==> src/rtl/fwt_pkg.sv <==
// Package: shared defaults and the serializer state type for the framed
// word transmitter. Assumes nothing beyond standard elaboration.
package fwt_pkg;
    localparam int unsigned WORD_W_DEF   = 16;
    localparam int unsigned SLOT_LEN_DEF = 64;
    localparam int unsigned SCLK_DIV_DEF = 3;

    typedef enum logic {
        SER_IDLE  = 1'b0,
        SER_SHIFT = 1'b1
    } ser_state_e;
endpackage

==> src/rtl/fwt_slot_timer.sv <==
// Free-running slot counter. Flags the last master cycle of each slot so a
// frame can begin on the next edge. Assumes SLOT_LEN >= 2.
module fwt_slot_timer #(
    parameter int unsigned SLOT_LEN = 64
) (
    input  logic clk,
    input  logic rst_n,
    output logic slot_last
);
    localparam int unsigned CW = $clog2(SLOT_LEN);
    localparam logic [CW-1:0] LAST = CW'(SLOT_LEN - 1);

    logic [CW-1:0] cnt_q;

    // Count master cycles, wrapping at the slot length.
    always_ff @(posedge clk) begin
        if (!rst_n) begin
            cnt_q <= '0;
        end else if (cnt_q == LAST) begin
            cnt_q <= '0;
        end else begin
            cnt_q <= cnt_q + 1'b1;
        end
    end

    assign slot_last = (cnt_q == LAST);
endmodule

==> src/rtl/fwt_word_holder.sv <==
// Holds the most recent strobed word until a slot boundary hands it to the
// serializer. Assumes strobes are one cycle wide; a later strobe replaces an
// unsent word. Bypass drops any pending word and ignores new strobes.
module fwt_word_holder #(
    parameter int unsigned WORD_W = 16
) (
    input  logic              clk,
    input  logic              rst_n,
    input  logic              bypass,
    input  logic              word_valid,
    input  logic [WORD_W-1:0] word_data,
    input  logic              slot_last,
    output logic              start,
    output logic [WORD_W-1:0] held
);
    logic              pending_q;
    logic [WORD_W-1:0] hold_q;

    assign start = slot_last && pending_q && !bypass;
    assign held  = hold_q;

    // Track whether an unsent word is waiting.
    always_ff @(posedge clk) begin
        if (!rst_n) begin
            pending_q <= 1'b0;
        end else if (bypass) begin
            pending_q <= 1'b0;
        end else if (word_valid) begin
            pending_q <= 1'b1;
        end else if (start) begin
            pending_q <= 1'b0;
        end
    end

    // Capture the word carried by each accepted strobe.
    always_ff @(posedge clk) begin
        if (!rst_n) begin
            hold_q <= '0;
        end else if (!bypass && word_valid) begin
            hold_q <= word_data;
        end
    end
endmodule

==> src/rtl/fwt_serializer.sv <==
// Shifts one word out MSB first. Each bit lasts SCLK_DIV master cycles and
// the serial clock is high only in the last of them, so the receiver samples
// on the rising edge and the next bit appears after the falling edge.
// Assumes start comes only while idle; abort returns it to idle at once.
module fwt_serializer #(
    parameter int unsigned WORD_W   = 16,
    parameter int unsigned SCLK_DIV = 3
) (
    input  logic              clk,
    input  logic              rst_n,
    input  logic              abort,
    input  logic              start,
    input  logic [WORD_W-1:0] load_word,
    output logic              frame_n,
    output logic              ser_clk,
    output logic              ser_data
);
    import fwt_pkg::*;

    localparam int unsigned SW = (SCLK_DIV > 1) ? $clog2(SCLK_DIV) : 1;
    localparam int unsigned BW = (WORD_W > 1) ? $clog2(WORD_W) : 1;
    localparam logic [SW-1:0] SUB_LAST = SW'(SCLK_DIV - 1);
    localparam logic [BW-1:0] BIT_LAST = BW'(WORD_W - 1);

    ser_state_e        state_q;
    logic [SW-1:0]     sub_q;
    logic [BW-1:0]     bit_q;
    logic [WORD_W-1:0] shreg_q;

    // Frame state: enter on start, leave after the last bit or on abort.
    always_ff @(posedge clk) begin
        if (!rst_n || abort) begin
            state_q <= SER_IDLE;
        end else if (state_q == SER_IDLE) begin
            if (start) state_q <= SER_SHIFT;
        end else if (sub_q == SUB_LAST && bit_q == BIT_LAST) begin
            state_q <= SER_IDLE;
        end
    end

    // Phase within a bit and index of the bit being sent.
    always_ff @(posedge clk) begin
        if (!rst_n || state_q == SER_IDLE) begin
            sub_q <= '0;
            bit_q <= '0;
        end else if (sub_q == SUB_LAST) begin
            sub_q <= '0;
            bit_q <= bit_q + 1'b1;
        end else begin
            sub_q <= sub_q + 1'b1;
        end
    end

    // Shift register: load at frame start, advance after each clock high.
    always_ff @(posedge clk) begin
        if (!rst_n) begin
            shreg_q <= '0;
        end else if (state_q == SER_IDLE && start) begin
            shreg_q <= load_word;
        end else if (state_q == SER_SHIFT && sub_q == SUB_LAST) begin
            shreg_q <= {shreg_q[WORD_W-2:0], 1'b0};
        end
    end

    assign frame_n  = (state_q != SER_SHIFT);
    assign ser_clk  = (state_q == SER_SHIFT) && (sub_q == SUB_LAST);
    assign ser_data = (state_q == SER_SHIFT) && shreg_q[WORD_W-1];
endmodule

==> src/rtl/framed_word_tx.sv <==
// Top of the framed word transmitter: slot timer, word holder, serializer
// and the bypass path carrying the modulator bit in return-to-zero form.
// Assumes a single master clock; the return-to-zero output is gated by the
// clock level, so it is valid only while the clock is low.
module framed_word_tx #(
    parameter int unsigned WORD_W   = fwt_pkg::WORD_W_DEF,
    parameter int unsigned SLOT_LEN = fwt_pkg::SLOT_LEN_DEF,
    parameter int unsigned SCLK_DIV = fwt_pkg::SCLK_DIV_DEF
) (
    input  logic              clk,
    input  logic              rst_n,
    input  logic              bypass,
    input  logic              mod_bit,
    input  logic              word_valid,
    input  logic [WORD_W-1:0] word_data,
    output logic              sclk,
    output logic              sclk_b,
    output logic              fsync_n,
    output logic              fsync_b,
    output logic              sdata,
    output logic              sdata_b
);
    localparam int unsigned FRAME_LEN = WORD_W * SCLK_DIV;

    logic              slot_last;
    logic              start;
    logic [WORD_W-1:0] held;
    logic              ser_frame_n;
    logic              ser_clk;
    logic              ser_data;
    logic              mod_q;
    logic              rtz_bit;

    fwt_slot_timer #(.SLOT_LEN(SLOT_LEN)) u_slot (
        .clk       (clk),
        .rst_n     (rst_n),
        .slot_last (slot_last)
    );

    fwt_word_holder #(.WORD_W(WORD_W)) u_hold (
        .clk        (clk),
        .rst_n      (rst_n),
        .bypass     (bypass),
        .word_valid (word_valid),
        .word_data  (word_data),
        .slot_last  (slot_last),
        .start      (start),
        .held       (held)
    );

    fwt_serializer #(.WORD_W(WORD_W), .SCLK_DIV(SCLK_DIV)) u_ser (
        .clk       (clk),
        .rst_n     (rst_n),
        .abort     (bypass),
        .start     (start),
        .load_word (held),
        .frame_n   (ser_frame_n),
        .ser_clk   (ser_clk),
        .ser_data  (ser_data)
    );

    // Register the modulator bit once per master cycle.
    always_ff @(posedge clk) begin
        if (!rst_n) mod_q <= 1'b0;
        else        mod_q <= mod_bit;
    end

    assign rtz_bit = mod_q & ~clk;

    assign sclk    = ser_clk;
    assign fsync_n = ser_frame_n;
    assign sdata   = bypass ? rtz_bit : ser_data;
    assign sclk_b  = ~sclk;
    assign fsync_b = ~fsync_n;
    assign sdata_b = ~sdata;

    if (FRAME_LEN > SLOT_LEN) begin : g_bad_cfg
        initial $error("frame does not fit in one slot");
    end
endmodule

==> config.mk <==
export PLATFORM = sky130hd
export DESIGN_NAME = framed_word_tx
export DESIGN_NICKNAME = d
export VERILOG_FILES = /design/src/rtl/fwt_pkg.sv /design/src/rtl/fwt_slot_timer.sv /design/src/rtl/fwt_word_holder.sv /design/src/rtl/fwt_serializer.sv /design/src/rtl/framed_word_tx.sv
export SDC_FILE = /design/constraint.sdc
export NUM_CORES = 1
export LEC_CHECK = 0
export BUFFER_PORTS_ARGS = -buffer_cell sky130_fd_sc_hd__buf_4
export CORE_MARGIN = 5
export CORE_UTILIZATION = 60
export DETAILED_ROUTE_END_ITERATION = 7
export PLACE_DENSITY = 0.85
export SYNTH_ARGS = -nofsm -noshare
export SYNTH_HDL_FRONTEND = slang
export SYNTH_HIERARCHICAL = 1
export SYNTH_SLANG_ARGS = --single-unit
==> constraint.sdc <==
create_clock -name clk -period 4.5 [get_ports clk]
set_input_delay 0.225 -clock clk [delete_from_list [all_inputs] [get_ports clk]]
set_output_delay 0.225 -clock clk [all_outputs]
set_load 0.02 [all_outputs]
# --- Word level (Yosys, flattened, before mapping) ---
# Index checks and enable logic that the tools add are counted.
totals:
  regBits: 47
  word_cells: 44
  output_inout_bits: 6
op_classes:
  eq_ne: 3
  n_reduce_logical: 16
  bitwise: 6
  muxes: 8
  addsub: 3
ops:
  columns: ["operator", "count"]
  rows:
  - ["16-bit two-way mux", 2]
  - ["1-bit logical AND", 7]
  - ["6-bit by 1-bit adder with 6-bit output, second input constant", 1]
  - ["6-bit equality test, second input constant", 1]
  - ["1-bit two-way mux", 6]
  - ["2-bit OR reduction", 3]
  - ["1-bit NOT", 5]
  - ["4-bit by 1-bit adder with 4-bit output, second input constant", 1]
  - ["4-bit equality test, second input constant", 1]
  - ["2-bit nonzero test", 2]
  - ["2-bit by 1-bit adder with 2-bit output, second input constant", 1]
  - ["2-bit equality test, second input constant", 1]
  - ["1-bit logical NOT", 2]
  - ["1-bit logical OR", 2]
  - ["1-bit bitwise AND", 1]

# --- Depth between registers and ports, before layout ---
logic_depth:
  word_depth: 5
  mapped_depth: 8
  mapped_depth_nobuf: 7

# --- Modules after synthesis ---
# Netlist, hierarchy kept.
modules_own_cells:
  columns: ["mod", "cells_per_inst", "n_inst", "area_each_um2"]
  rows:
  - ["fwt_serializer", 103, 1, 1027.2]
  - ["fwt_word_holder", 76, 1, 711.9]
  - ["fwt_slot_timer", 25, 1, 237.7]
  - ["framed_word_tx", 8, 1, 57.6]

==> impl_metrics.toml <==
[clock_network]
cts.clk_slew.worst_paths_ps = 130
cts_tree = "done"
cts_setup_buffers = 0
worstSkewPairLatency_ps = 480

[setup_path]
path_max_fanout = 2
path_buf_inv = 9
worstPathRequired_ps = 4280
end_kind = "output pin"
cp.depth = 11
critical_path_class = "clock port to output pin"
cpMostUsedCell = "clkbuf_4"
path_delay_family = "buffers and inverters"
cp_slowest_cell = "clkbuf_4"
arrival_ps = 3610
rr_worst_depth = 7
cp-start-kind = "clock port"
worstPathCellList = "clkbuf_4, clkbuf_4, clkbuf_4, clkbuf_4, clkbuf_4, clkbuf_4, nand3b_1, clkbuf_4, clkbuf_4, o21a_1, buf_4"
cp_slowest_stage_delay_ps = 150

[grt]
grt_max_degree = 56
grt_usage = 0.191
grt_pass1_vias = 1444
antenna_found_initial = 0
grt_pass1_wl_um = 6210
grt-ovfl-total = 0

[power]
peakVddDrop_v = 0.000221
p_leak_nw = 1.12
power_density_nw_per_um2 = 324

[synth]
ys_top_cells_by_area = "dfxtp_1 (46%), mux2i_1 (16%), nand2_1 (7.0%), a21oi_1 (3.9%), buf_6 (2.8%)"
yosys_most_used_dff = "dfxtp_1"
synth_top_area_share = 0.462
async_reset_ff_frac = 0
syn_area_um2 = 2030
ys_ff_latch = 47
synth_edf_count = 0
yosys.cell_types.count = 31
yosysSeqAreaShare = 0.462
synth_top_cell_by_area = "dfxtp_1"
syn_area_per_cell_um2 = 9.60
synth_common_cells = "dfxtp_1 (47), nand2_1 (38), mux2i_1 (33)"
yosysWarnings = 6
synthesis.instances = 212
synth_nets = 236
synth_most_common_cell = "dfxtp_1"

[detailed_routing]
drt-initial-drc-count = 85
drt-total-wl_um = 3860
ant_nets = 0
wl_met2_um = 1970
vias = 1568
drc = 0
firstDrtPassIters = 4
wl_met3_um = 173
highest_layer = "met4"
wl_per_cell_um = 12.5
via_per_inst = 5.09
wl_met1_um = 1650

[floorplanning]
core-area_um2 = 3310
io_pins = 27
rows = 21
initial_core_util = 0.615
die_w_um = 68.2
design.die.area_um2 = 4660
die-height_um = 68.2

[timing]
setup_viol = 0
clock_skew_ps = 19.3
finalSetupTns_ps = 0
maxSlewViolCount = 0
rsz0062_at_grt = "no"
hold_viol_final = 0
worst_slew_pin_slew_ps = 599
slew_headroom = 0.600
timing.final.ws_setup_ps = 665

[layout]
register_area_um2 = 941
layout-drive-gt1-share = 0.191
stdcell_count = 308
synthToLayoutAreaGrowth_pct = 21.9
multi_input_area_um2 = 937
num_antenna_cells = 0
fill_cells = 238
nNetsFinal = 284

[hold_path]
hp-class = "input pin to flip-flop"
holdPathStages = 3

[placed_design]
pre_cts_ws_ps = 1630
hpwl_um = 2160
port_buffers = 26
gp_congestion = 0.715
dp.cells = 271

[run_status]
status = "complete, no violations"

[job]
cap_violations = 0
## final timing paths
path / start / endpoint / slack (ps)
max: clk / sdata_b / 660
min: bypass / u_ser/state_q$_SDFF_PP0_ / 60
max reg2reg: u_slot/cnt_q[0]$_SDFF_PP0_ / u_ser/shreg_q[9]$_SDFFE_PN0P_ / 2760
min reg2reg: u_ser/sub_q[0]$_SDFF_PP0_ / u_ser/sub_q[0]$_SDFF_PP0_ / 430
## cell families after synthesis
logic type	share of synthesized area
AND/OR/NAND/NOR	0.157
buffers and inverters	0.0769
flip-flops	0.462
multiplexers	0.162
adder cells (fa/ha/maj)	0.0185
AO/OA/AOI/OAI	0.0966
XOR/XNOR	0.0258
## repair_timing
item | CTS | global route
endpoints found under the setup margin | 0 | 0
hold buffers | 18 | 0
endpoints found under the hold margin | 18 | 0
gates resized for setup | 0 | 0
## tightest hold or removal path, cell delays in order
cell	delay [ps]
buf_4	130
nand2b_1	110
a21oi_1	40
## per-stage QoR
step	hold WS [ps]	cell area (um^2)	util	power, mW
2_1_floorplan	347	2030	-	0.479
3_3_place_gp	407	2160	0.653	0.499
3_5_place_dp	421	2160	0.653	0.500
4_1_cts	42.3	2480	0.749	0.817
5_1_grt	35.7	2480	0.749	0.847
6_report	59.0	2480	0.749	0.804
## layer usage
metal	track usage	vias up
met3	0.0657	7
met2	0.289	37
met1	0.211	720
met5	0	-
met4	0.169	0
li1	-	804
## final cells by class
cell class	instances	area share
clock buffers	18	0.0530
clock inverters	3	0.00908
inverters	8	0.0121
multi-input cells	144	0.378
flip-flops and latches	47	0.379
well taps	46	0.0232
repair buffers	42	0.145
## registers in the layout, indices dropped and copies added (netlist names)
signal / count
u_ser/state_q: 1
u_ser/shreg_q: 16
u_ser/bit_q: 4
u_hold/held: 16
u_slot/cnt_q: 6
u_hold/pending_q: 1
mod_q: 1
u_ser/sub_q: 2
## placed cells by master (no fill, tap or decap), types with 2 or more instances in the layout
master and count:
dlygate4sd3_1 18, nor2_1 9, clkbuf_4 15, ha_1 3
and2_1 3, nand4_1 2, o21ai_0 11, xnor2_1 2
inv_6 2, nor3_1 2, o21ai_1 7, buf_4 26
xor2_1 4, inv_1 8, nand2_1 38, dfxtp_1 47
mux2i_1 33, a21oi_1 16
## where the power goes
group	switching, mW	internal (mW)
clock	0.168	0.144
sequential	0.00635	0.427
combinational	0.0255	0.0338
total	0.200	0.605
No activity file was read; power rests on OpenSTA's default activity.
